$ cat src/rtl/keyguard_pkg.sv
package keyguard_pkg;
  localparam int CNT_W = 8;
  localparam int CKS_W = 3;
  localparam int MAX_SHIFT = 13;
  localparam int PRESC_W = MAX_SHIFT;

  localparam int ADDR_CTL = 0;
  localparam int ADDR_CNT = 1;
  localparam int ADDR_RST = 2;

  localparam logic [7:0] KEY_CTL = 8'hA5;
  localparam logic [7:0] KEY_CNT = 8'h5A;
  localparam logic [15:0] RST_CLEAR_WORD = 16'hA500;

  typedef struct packed {
    logic             cntLoad;
    logic [CNT_W-1:0] loadVal;
    logic             runEn;
    logic [CKS_W-1:0] divSel;
  } dpStrobes_t;

  function automatic int divShift(input logic [CKS_W-1:0] sel);
    case (sel)
      3'd0: divShift = 1;
      3'd1: divShift = 6;
      3'd2: divShift = 7;
      3'd3: divShift = 8;
      3'd4: divShift = 9;
      3'd5: divShift = 10;
      3'd6: divShift = 12;
      default: divShift = MAX_SHIFT;
    endcase
  endfunction

  function automatic logic [PRESC_W-1:0] divTerminal(input logic [CKS_W-1:0] sel);
    logic [31:0] full;
    full = (32'd1 << divShift(sel)) - 32'd1;
    divTerminal = full[PRESC_W-1:0];
  endfunction
endpackage

$ cat src/rtl/keyguard_ctrl.sv
module keyguard_ctrl
  import keyguard_pkg::*;
#(
  parameter int ADDR_W = 2
) (
  input  logic              clk,
  input  logic              rstN,
  input  logic [ADDR_W-1:0] busAddr,
  input  logic [15:0]       busWrData,
  input  logic              busWr,
  input  logic              ovfEvent,
  input  logic [CNT_W-1:0]  countQ,
  output dpStrobes_t        strb,
  output logic [7:0]        ctrlQ,
  output logic [7:0]        rstCtlQ,
  output logic [7:0]        busRdData,
  output logic              pulseTrig,
  output logic              irqReq,
  output logic              rstSel
);
  logic             ctlOvf, ctlMode, ctlEn;
  logic [CKS_W-1:0] ctlCks;
  logic             rsOvf, rsEn, rsSel;

  logic atCtl, atRst;
  logic ctrlKeyWr, cntKeyWr, rstClrWr, rstCfgWr;
  logic ivlWrap, wdWrap;

  assign atCtl     = busWr && (busAddr == ADDR_W'(ADDR_CTL));
  assign atRst     = busWr && (busAddr == ADDR_W'(ADDR_RST));
  assign ctrlKeyWr = atCtl && (busWrData[15:8] == KEY_CTL);
  assign cntKeyWr  = atCtl && (busWrData[15:8] == KEY_CNT);
  assign rstClrWr  = atRst && (busWrData == RST_CLEAR_WORD);
  assign rstCfgWr  = atRst && (busWrData[15:8] == KEY_CNT);

  assign ivlWrap = ovfEvent && !ctlMode;
  assign wdWrap  = ovfEvent && ctlMode;

  always_ff @(posedge clk) begin
    if (!rstN) begin
      ctlOvf  <= 1'b0;
      ctlMode <= 1'b0;
      ctlEn   <= 1'b0;
      ctlCks  <= '0;
    end else begin
      if (ctrlKeyWr) begin
        ctlOvf  <= ctlOvf & busWrData[7];
        ctlMode <= busWrData[6];
        ctlEn   <= busWrData[5];
        ctlCks  <= busWrData[CKS_W-1:0];
      end
      if (ivlWrap) ctlOvf <= 1'b1;
    end
  end

  always_ff @(posedge clk) begin
    if (!rstN) begin
      rsOvf <= 1'b0;
      rsEn  <= 1'b0;
      rsSel <= 1'b0;
    end else begin
      if (rstClrWr) rsOvf <= 1'b0;
      if (rstCfgWr) begin
        rsEn  <= busWrData[6];
        rsSel <= busWrData[5];
      end
      if (wdWrap) rsOvf <= 1'b1;
    end
  end

  assign ctrlQ   = {ctlOvf, ctlMode, ctlEn, 2'b11, ctlCks};
  assign rstCtlQ = {rsOvf, rsEn, rsSel, 5'h1F};

  always_comb begin
    strb.cntLoad = cntKeyWr;
    strb.loadVal = busWrData[CNT_W-1:0];
    strb.runEn   = ctlEn && !ctlOvf && !rsOvf;
    strb.divSel  = ctlCks;
  end

  always_comb begin
    if (busAddr == ADDR_W'(ADDR_CTL))      busRdData = ctrlQ;
    else if (busAddr == ADDR_W'(ADDR_CNT)) busRdData = countQ;
    else if (busAddr == ADDR_W'(ADDR_RST)) busRdData = rstCtlQ;
    else                                   busRdData = 8'h00;
  end

  assign pulseTrig = wdWrap && rsEn;
  assign irqReq    = ctlOvf && ctlEn;
  assign rstSel    = rsSel;
endmodule

$ cat src/rtl/keyguard_datapath.sv
module keyguard_datapath
  import keyguard_pkg::*;
(
  input  logic             clk,
  input  logic             rstN,
  input  dpStrobes_t       strb,
  output logic [CNT_W-1:0] countQ,
  output logic             ovfEvent
);
  logic [PRESC_W-1:0] presc;
  logic [PRESC_W-1:0] termVal;
  logic               tick;

  assign termVal  = divTerminal(strb.divSel);
  assign tick     = strb.runEn && (presc >= termVal);
  assign ovfEvent = tick && (countQ == {CNT_W{1'b1}});

  always_ff @(posedge clk) begin
    if (!rstN) begin
      presc  <= '0;
      countQ <= '0;
    end else if (strb.cntLoad) begin
      presc  <= '0;
      countQ <= strb.loadVal;
    end else if (strb.runEn) begin
      if (tick) begin
        presc  <= '0;
        countQ <= countQ + 1'b1;
      end else begin
        presc <= presc + 1'b1;
      end
    end
  end
endmodule

$ cat src/rtl/keyguard_pulse.sv
module keyguard_pulse #(
  parameter int PULSE_LEN = 16
) (
  input  logic clk,
  input  logic rstN,
  input  logic trig,
  output logic pulse
);
  localparam int PW = $clog2(PULSE_LEN + 1);
  logic [PW-1:0] remain;

  always_ff @(posedge clk) begin
    if (!rstN)                remain <= '0;
    else if (trig)            remain <= PW'(PULSE_LEN);
    else if (remain != '0)    remain <= remain - 1'b1;
  end

  assign pulse = (remain != '0);
endmodule

$ cat src/rtl/keyguard_timer.sv
module keyguard_timer
  import keyguard_pkg::*;
#(
  parameter int ADDR_W    = 2,
  parameter int PULSE_LEN = 16
) (
  input  logic              clk,
  input  logic              rstN,
  input  logic [ADDR_W-1:0] busAddr,
  input  logic [15:0]       busWrData,
  input  logic              busWr,
  output logic [7:0]        busRdData,
  input  logic [15:0]       prioSrc,
  input  logic [15:0]       vecSrc,
  output logic              irqReq,
  output logic [3:0]        irqPrio,
  output logic [6:0]        irqVec,
  output logic              rstReq,
  output logic              rstSel
);
  dpStrobes_t       strb;
  logic [CNT_W-1:0] countQ;
  logic             ovfEvent;
  logic [7:0]       ctrlQ;
  logic [7:0]       rstCtlQ;
  logic             pulseTrig;
  logic             unusedSrcBits;

  keyguard_ctrl #(.ADDR_W(ADDR_W)) ctrl_i (
    .clk(clk), .rstN(rstN), .busAddr(busAddr), .busWrData(busWrData),
    .busWr(busWr), .ovfEvent(ovfEvent), .countQ(countQ), .strb(strb),
    .ctrlQ(ctrlQ), .rstCtlQ(rstCtlQ), .busRdData(busRdData),
    .pulseTrig(pulseTrig), .irqReq(irqReq), .rstSel(rstSel)
  );

  keyguard_datapath dp_i (
    .clk(clk), .rstN(rstN), .strb(strb), .countQ(countQ), .ovfEvent(ovfEvent)
  );

  keyguard_pulse #(.PULSE_LEN(PULSE_LEN)) pulse_i (
    .clk(clk), .rstN(rstN), .trig(pulseTrig), .pulse(rstReq)
  );

  assign irqPrio = prioSrc[7:4];
  assign irqVec  = vecSrc[14:8];
  assign unusedSrcBits = ^{prioSrc[15:8], prioSrc[3:0], vecSrc[15], vecSrc[7:0]};
endmodule

$ cat config.mk
export PLATFORM = sky130hd
export DESIGN_NAME = keyguard_timer
export DESIGN_NICKNAME = d
export VERILOG_FILES = /design/src/rtl/keyguard_pkg.sv /design/src/rtl/keyguard_ctrl.sv /design/src/rtl/keyguard_datapath.sv /design/src/rtl/keyguard_pulse.sv /design/src/rtl/keyguard_timer.sv
export SDC_FILE = /design/constraint.sdc
export NUM_CORES = 1
export LEC_CHECK = 0
export ABC_AREA = 1
export BUFFER_PORTS_ARGS = -buffer_cell sky130_fd_sc_hd__buf_2
export CAP_MARGIN = 20
export CELL_PAD_IN_SITES_DETAIL_PLACEMENT = 0
export CELL_PAD_IN_SITES_GLOBAL_PLACEMENT = 1
export CORE_UTILIZATION = 36
export CTS_CLUSTER_SIZE = 24
export DETAILED_ROUTE_END_ITERATION = 12
export PLACE_DENSITY_LB_ADDON = 0.1
export SLEW_MARGIN = 20
export SYNTH_ARGS = -nofsm -noshare
export SYNTH_HDL_FRONTEND = slang
export SYNTH_SLANG_ARGS = --single-unit
export TNS_END_PERCENT = 20
$ cat constraint.sdc
create_clock -name clk -period 3.5 [get_ports clk]
set_clock_uncertainty 0.1 [all_clocks]
set_input_delay 0.35 -clock clk [delete_from_list [all_inputs] [get_ports clk]]
set_output_delay 0.35 -clock clk [all_outputs]
set_load 0.01 [all_outputs]
# Yosys cells after proc, flatten, opt, wreduce, memory -nomap -nowiden
# Cells that the tools add are included.
# word_totals
elab_cells	73
register_bits	35
out_inout_bits	22
input_bits	53
# classes
n_mux	14
addsub	4
n_lt_le_gt_ge	1
bitwise	2
reduce_logical	28
n_eq_ne	12
shifts	1
# ops
cell	count
$mux 8	6
$pmux 4 s7	1
$eq 16x16->1 const B	1
$eq 8x8->1 const B	2
$logic_and 1x1->1	14
$add 13x1->13 const B	1
$ge 13x13->1	1
$mux 13	1
$shl 1x4->13 const A	1
$sub 13x1->13 const B	1
$mux 5	2
$reduce_bool 2->1	5
$eq 3x3->1 const B	3
$add 8x1->8 const B	1
$eq 8x7->1 const B	1
$eq 3x2->1 const B	2
$reduce_bool 5->1	1
$sub 5x1->5 const B	1
$mux 1	4
$reduce_or 2->1	2
$eq 3x1->1 const B	1
$logic_not 1->1	3
$logic_not 3->1	1
$eq 2x1->1 const B	1
other kinds (5)	5

# Depth between registers and ports, before layout
# Gate-level depths: netlist (run 1).
# logic_depth
word_depth	10
mapped_depth	20

# Modules after synthesis
# A second synthesis (run 1) with hierarchy kept.
# unflattened
hier_cells	387
area_unflattened_um2	2678.8
# by_module_without_submodules
mod	area_per_inst_um2	seq_area_each_um2	cells_per_inst	n_inst
keyguard_datapath	1492.7	420.4	211	1
keyguard_ctrl	855.8	180.2	131	1
keyguard_pulse	247.7	100.1	34	1
keyguard_timer	82.6	0.0	11	1

# Worst setup path before layout (run 1)
# Ideal clock, no wire load.
# synth_path
path_type	flip-flop to flip-flop
start	register ctrl_i.ctlCks[0]
end	register dp_i.countQ[2]
stages_incl_launch_ff	20
setup_ns	0.113
setup_slack_ns	1.062
required_time_ns	3.287
n_path_buf	1
t_arrival_ns	2.224
path_cell_list	dfxtp_1 > nor2_1 > inv_1 > nor2_1 > inv_1 > ha_1 > nor3_1 > a21oi_1 > ha_1 > nand2_1 > nand2_1 > nand3_1 > nand2_1 > nor2_1 > nand3_2 > nand2_4 > nand2_4 > buf_6 > o21ai_1 > nor2_1
# synth_via
elab_chain_cells	8
# synth_lines
element	line_no	source
from (decl)	keyguard_ctrl.sv:22	logic [CKS_W-1:0] ctlCks;
from (signal assigned)	keyguard_ctrl.sv:50	ctlCks <= busWrData[CKS_W-1:0];
$eq 3x3->1 (tied with other cells)	keyguard_pkg.sv:23	case (sel)
$pmux 4 s7 *	keyguard_pkg.sv:23	
$shl 1x4->13 *	keyguard_pkg.sv:37	full = (32'd1 << divShift(sel)) - 32'd1;
$sub 13x1->13 *	keyguard_pkg.sv:37	
$ge 13x13->1 *	keyguard_datapath.sv:15	assign tick = strb.runEn && (presc >= termVal);
$logic_and 1x1->1 *	keyguard_datapath.sv:15	
$reduce_bool 2->1 (no line) *	--	
$reduce_and 2->1 (no line) *	--	
to (signal assigned)	keyguard_datapath.sv:24	countQ <= strb.loadVal;
to (signal assigned)	keyguard_datapath.sv:28	countQ <= countQ + 1'b1;
to (decl)	keyguard_datapath.sv:7	output logic [CNT_W-1:0] countQ,
# Mark *: on every way between the ends. The rest lies on a longest branch, timed or not.
# A chain may end at the register's enable or synchronous reset.

# Worst setup path after layout (run 1)
# layout_path
start	register ctrl_i.ctlCks[0]
end	register dp_i.presc[0]
# layout_via
elab_chain_cells	7
# layout_lines
element	line_no	source
$eq 3x3->1 (tied with other cells)	keyguard_pkg.sv:23	
$pmux 4 s7 *	keyguard_pkg.sv:23	
$shl 1x4->13 *	keyguard_pkg.sv:37	
$sub 13x1->13 *	keyguard_pkg.sv:37	
$ge 13x13->1 *	keyguard_datapath.sv:15	
$logic_and 1x1->1 *	keyguard_datapath.sv:15	
$mux 13 *	keyguard_datapath.sv:26	if (tick) begin
to (signal assigned)	keyguard_datapath.sv:30	presc <= presc + 1'b1;
to (decl)	keyguard_datapath.sv:10	logic [PRESC_W-1:0] presc;
# Marks and branches as above.

==> results of run 1 <==
through the flow:
| stage | hold WS (ns) | cells | setup WS, ns |
|---|---|---|---|
| 2_1_floorplan | 0.3673 | 348 | 1.062 |
| 3_5_place_dp | 0.3916 | 440 | 0.5635 |
| 4_1_cts | 0.2491 | 448 | 0.5432 |
| 5_1_grt | 0.2614 | 448 | 0.2105 |
| 3_3_place_gp | 0.3843 | 440 | 0.5858 |
| 6_report | 0.2550 | 448 | 0.5603 |
final cells by class:
class / count / area share
sequential: 35 / 0.2600
inverter: 49 / 0.06825
multi-input combinational: 247 / 0.5385
clock buffer: 8 / 0.03714
tap: 77 / 0.03575
timing repair buffer: 32 / 0.06035
worst min-delay path, delay by kind of cell:
| kind | cells | cell delay, ns |
|---|---|---|
| AND/OR/NAND/NOR | 1 | 0.08 |
| AO/OA/AOI/OAI | 1 | 0.03 |
| buffers and inverters | 1 | 0.15 |
worst max path at each step:
stage | to | slack [ns] | depth (start not counted)
floorplan | dp_i.countQ[2] | 1.06 | 19
global placement | dp_i.presc[1] | 0.59 | 19
detailed placement | dp_i.presc[0] | 0.56 | 19
CTS | dp_i.presc[0] | 0.54 | 19
global route | dp_i.presc[1] | 0.21 | 19
finish | dp_i.presc[0] | 0.56 | 19
registers in the layout, summed over array words and instances, names as in the netlist:
name            count
dp_i.countQ         8
ctrl_i.ctlMode      1
ctrl_i.rsEn         1
pulse_i.remain      5
ctrl_i.rstSel       1
ctrl_i.rsOvf        1
ctrl_i.ctlEn        1
dp_i.presc         13
ctrl_i.ctlCks       3
ctrl_i.ctlOvf       1
per-layer routing:
layer	share of wire	track usage	up-vias
met3	0.035	0.03343	5
met1	0.51	0.2407	949
li1	-	-	1160
met4	0.0070	0.04468	0
met2	0.44	0.2646	45
met5	0	0	-
layout by cell type, fill, tap and decap left out, types with 2 or more instances in the layout:
master | synthesis | layout
o21ai_2 | 3 | 3
a21oi_1 | 16 | 16
nor4_1 | 3 | 3
nand2_1 | 61 | 61
clkbuf_8 | 0 | 7
nor3_1 | 3 | 3
inv_1 | 44 | 44
nand4_1 | 5 | 5
buf_2 | 1 | 31
o211ai_1 | 2 | 2
a211oi_1 | 6 | 6
nor2_1 | 51 | 51
a21oi_2 | 2 | 2
o21ai_1 | 3 | 3
nand2_2 | 2 | 2
dfxtp_1 | 35 | 35
conb_1 | 1 | 2
o221ai_1 | 4 | 4
inv_2 | 4 | 4
ha_1 | 18 | 18
nand2_4 | 2 | 2
nand3_2 | 2 | 2
nand3_1 | 18 | 18
o21ai_0 | 9 | 9
xor2_1 | 14 | 14
nor2_2 | 9 | 9
Yosys cell counts, types with 2 or more instances:
master	instances	area, um^2
nor4_1	3	18.77
nor2_1	51	191.4
nand2_1	61	229.0
buf_6	3	33.78
o21ai_0	9	45.04
nand3_2	2	20.02
nand4_1	5	31.28
dfxtp_1	35	700.7
o221ai_1	4	35.03
o211ai_1	2	15.01
a21oi_2	2	17.52
nand3_1	18	90.09
a211oi_1	6	45.04
ha_1	18	225.2
inv_1	44	165.2
buf_4	11	82.58
xor2_1	14	122.6
o21ai_1	3	15.01
o21ai_2	3	26.28
nor3_1	3	15.01
nor2_2	9	56.30
a21oi_1	16	80.08
clkbuf_1	2	7.510
nand2_2	2	12.51
inv_2	4	15.01
nand2_4	2	22.52
kinds of logic after synthesis:
logic type | after synthesis | synth area share
muxes | 3 | 0.01474
DFF | 35 | 0.2847
adders and majority gates | 18 | 0.09151
buffers and inverters | 66 | 0.1271
other | 1 | 0.001524
AOI/OAI and AO/OA | 48 | 0.1215
xor gates and xnor gates | 15 | 0.05338
and+or+nand+nor | 161 | 0.3055
report_power, final:
group / switching (mW) / total [mW] / internal, mW
Clock: 0.159 / 0.339 / 0.180
Sequential: 0.0177 / 0.443 / 0.425
Combinational: 0.130 / 0.229 / 0.0985
==> impl_metrics.toml, run 1 <==
[outcome]
status = "complete, no violations"

[power]
p_leak_nw = 1.200
ir_drop_v = 0.0001711
power_mw = 1.011
cellPowerDensity_nw_per_um2 = 375.2

[finish]
multi_input_area_um2 = 1451
antenna_cells = 0
fin_util = 0.4173
seq_area_um2 = 700.7
nNetsFinal = 441
fillers = 696
drive_gt1_frac = 0.1887
area_delta_synth_final_pct = 9.507
design_area_um2 = 2695

[worst_hold_path]
holdPathStages = 3
hp-class = "in -> reg"
holdPathEnd = "dp_i.countQ[5]"
hp-start = "rstN"

[setup_path]
path_cells = "nor2_1 -> inv_1 -> nor2_1 -> inv_1 -> ha_1 -> nor3_1 -> a21oi_1 -> ha_1 -> nand2_1 -> nand2_1 -> nand3_1 -> nand2_1 -> nor2_1 -> nand3_2 -> nand2_4 -> nand2_4 -> nor2_2 -> inv_2 -> a21oi_1"
crit_buf_inv = 3
critPathMaxFanout = 11
path_delay_family = "simple AND/OR/NAND/NOR gates"
crit_path_top_delay_cell = "dfxtp_1"
cp.arrival_ns = 3.07
r2r-start = "ctrl_i.ctlCks[0]"
crit_required_ns = 3.63
rrSetupSlack_ns = 0.56
reg2reg_to = "dp_i.presc[0]"
startpoint = "ctrl_i.ctlCks[0]"
end_kind = "flop"
crit_type = "reg -> reg"
ff2ff_path_depth = 19
start_kind = "flop"
max_stage_delay_ns = 0.36

[placement]
placed_area_um2 = 2595
hpwlAfterDp_um = 4477
io_buffers = 31
place.gp.congestion = 0.7841

[detailed_routing]
vias_per_cell = 4.819
remaining_drc_errors = 0
wirelength_um = 5734
first_pass_iters = 6
first_iter_violations = 103
detail_route.wl_per_cell_um = 12.80
ant_nets = 0
via_count = 2159

[floorplan]
fp.dieH_um = 84.68
pin_count = 75
row_count = 29
die_area_um2 = 7171
start_util = 0.3811
die_w_um = 84.68
fp.coreArea_um2 = 6459

[sta]
max_slew.worst_pin.slew_ns = 0.6561
max-slew-margin-rel = 0.5599
period_minus_slack_ns = 2.940
fin_setup_tns_ns = 0
hold_viol = 0
rsz0062_at_grt = "false"
min_period_over_period = 0.8399
finalMaxSlewViolations = 0
max_freq_mhz = 340.2
setup_violations = 0

[clock_network]
clkTransAtPathRegs_ns = 0.08
clock_latency_ns = 0.29
clockRootBuffer = "clkbuf_8"
cts_max_path_buffers = 2
clock_sinks = 35
cts.repair.resized = 0
cts_hold_buf = 0
cts.htree.levels = 2
numCtsBuffers = 5
postCtsSetupBuffers = 0
cts_tree = "done"

[logic_synthesis]
async_reset_ff_frac = 0
synthDistinctLibCells = 41
synthCells = 347
synth_edf_count = 0
ys_ff_latch = 35
synth_area_per_cell_um2 = 7.093
synth_flop_cell = "dfxtp_1"
ys.warnings.count = 0
syn_area_um2 = 2461
ys_seq_area_frac = 0.2847

[global_routing]
grt_usage = 0.1704
grt_pass1_vias = 1958
grt_max_degree = 21
grt_pass1_wl_um = 9618
antenna_found_initial = 0
grt.overflow.total = 0

[run]
cap_violations = 0
(Power assumes the default switching activity.)
==> inputs of run 2 (changes only) <==
Clock period 3.5 ns to 2.71 ns, I/O delays scaled along.
==> run 2 against run 1 <==
  * Worst setup slack lost 0.50 ns
  * Largest power group unchanged
  * Fmax grew 11%
  * Cell area grew 5.6%
  * Highest routed layer unchanged
  * Count of clock-buffer cells in the layout shrank 3
==> impl_metrics.toml, run 2 (same netlist as run 1, synthesis figures left out) <==
[sta]
hold_ws_ns = 0.1787
rsz0062_at_grt = "true"
max_freq_mhz = 377.0
worst_slack_ns = 0.05757
min_period_over_period = 0.9788
setup_violations = 0
period_minus_slack_ns = 2.652
hold_viol = 0
max_slew.worst_pin.slew_ns = 0.4956
finalMaxSlewViolations = 0
max-slew-margin-rel = 0.6666
fin_setup_tns_ns = 0

[global_routing]
grt_usage = 0.1726
grt_pass1_vias = 1994
grt.overflow.total = 0
grt_pass1_wl_um = 9722
antenna_found_initial = 0
grt_max_degree = 21

[setup_path]
crit_path_top_delay_cell = "dfxtp_2"
path_cells = "nor2_1 -> inv_1 -> nor2_2 -> inv_2 -> ha_4 -> nor3_2 -> a21oi_1 -> ha_1 -> nand2_1 -> nor2_2 -> nand2_1 -> nor2_1 -> nor2_1 -> nand3_2 -> nand4_1 -> o21ai_2 -> nor2_1"
crit_buf_inv = 2
crit_required_ns = 2.79
end_kind = "flop"
path_delay_family = "simple AND/OR/NAND/NOR gates"
cp.arrival_ns = 2.73
path_common_cell = "nor2_1"
start_kind = "flop"
critPathMaxFanout = 4
crit_type = "reg -> reg"
max_stage_delay_ns = 0.32

[clock_network]
clkTransAtPathRegs_ns = 0.08
cts_tree = "done"
clock_sinks = 35
cts_max_path_buffers = 2
clock_latency_ns = 0.29
numCtsBuffers = 5
cts.htree.levels = 2
clockRootBuffer = "clkbuf_8"

[finish]
largest_registers = "dp_i.presc: 13 flops, dp_i.countQ: 8 flops, pulse_i.remain: 5 flops"
largest_reg_flops = 13
mostFrequentLayoutCells = "nand2_1 (61), nor2_1 (48), inv_1 (43)"
area_delta_synth_final_pct = 15.66
final_common_cell = "nand2_1"
fin_cells = 462
regMostFlops = "dp_i.presc"
drive_gt1_frac = 0.2519
nNetsFinal = 455
antenna_cells = 0

[power]
cellPowerDensity_nw_per_um2 = 439.5
ir_drop_v = 0.0001445
p_clk_frac = 0.303
power_mw = 1.251
p_sw_frac = 0.3162
p_leak_nw = 1.269
seq_power_share = 0.457
switchingPower_mw = 0.3955
intPower_mw = 0.8556
pwr-share-comb = 0.240

[detailed_routing]
first_pass_iters = 6
vias_per_cell = 4.740
wirelength_um = 5846
detail_route.wl_per_cell_um = 12.65
remaining_drc_errors = 0
via_count = 2190
ant_nets = 0
first_iter_violations = 52

[placement]
hpwlAfterDp_um = 4574
dp.cells = 452
dpl_worst_slack_ns = 0.05064
place.gp.congestion = 0.7963
io_buffers = 31

[floorplan]
fp.dieH_um = 84.68
die_area_um2 = 7171
fp.coreArea_um2 = 6459
row_count = 29
pin_count = 75
die_w_um = 84.68
start_util = 0.3811

[outcome]
status = "complete, no violations"

[run]
cap_violations = 0

[worst_hold_path]
hp-class = "in -> reg"
## run 2: area by class of cell
cell class	count	area, um^2
clock buffer	5	68.82
clock inverter	3	15.01
inverter	49	188.9
multi-input combinational	247	1499
fill	698	3612
timing repair buffer	46	275.3
tap	77	96.34
sequential	35	703.2
## run 2: per-layer routing
metal | track usage | vias to the layer above | wire length (um)
met1 | 0.2418 | 955 | 3048
met2 | 0.2690 | 43 | 2585
met3 | 0.03343 | 5 | 162
met4 | 0.04931 | 0 | 49
met5 | 0 | - | 0
li1 | - | 1187 | -
## run 2: metrics by stage
stage                     cell area (um^2)  utilization
after floorplan                       2465            -
after global placement                2685       0.4157
after detailed placement              2685       0.4157
after CTS                             2769       0.4287
after global routing                  2846       0.4407
final                                 2846       0.4407
## run 2: final timing paths
kind | from | to | slack (ns) | cells past startpoint
worst min register to register | ctrl_i.rstSel | ctrl_i.rstSel | 0.39 | 2
worst max-delay path | ctrl_i.ctlCks[1] | pulse_i.remain[3] | 0.06 | 17
worst min-delay path | busWrData[5] | ctrl_i.rstSel | 0.18 | 3
worst max register to register | ctrl_i.ctlCks[1] | pulse_i.remain[3] | 0.06 | 17
## run 2: power groups by stage
stage	logic, mW	registers (mW)	clock network [mW]
CTS	0.301	0.572	0.395
global placement	0.297	0.584	0
detailed placement	0.300	0.585	0
global route	0.349	0.579	0.414
finish	0.300	0.572	0.379
floorplan	0.235	0.580	0
## run 2: worst min-delay path, cell delays in order
cell	delay [ns]
buf_2	0.13
nand3_1	0.08
a21oi_1	0.06
## run 2: timing repair
item | CTS | global route
setup buffers | 0 | 2
hold buffers | 0 | 0
setup endpoints to repair | 0 | 27
resized for setup | 0 | 19
hold endpoints to repair | 0 | 0
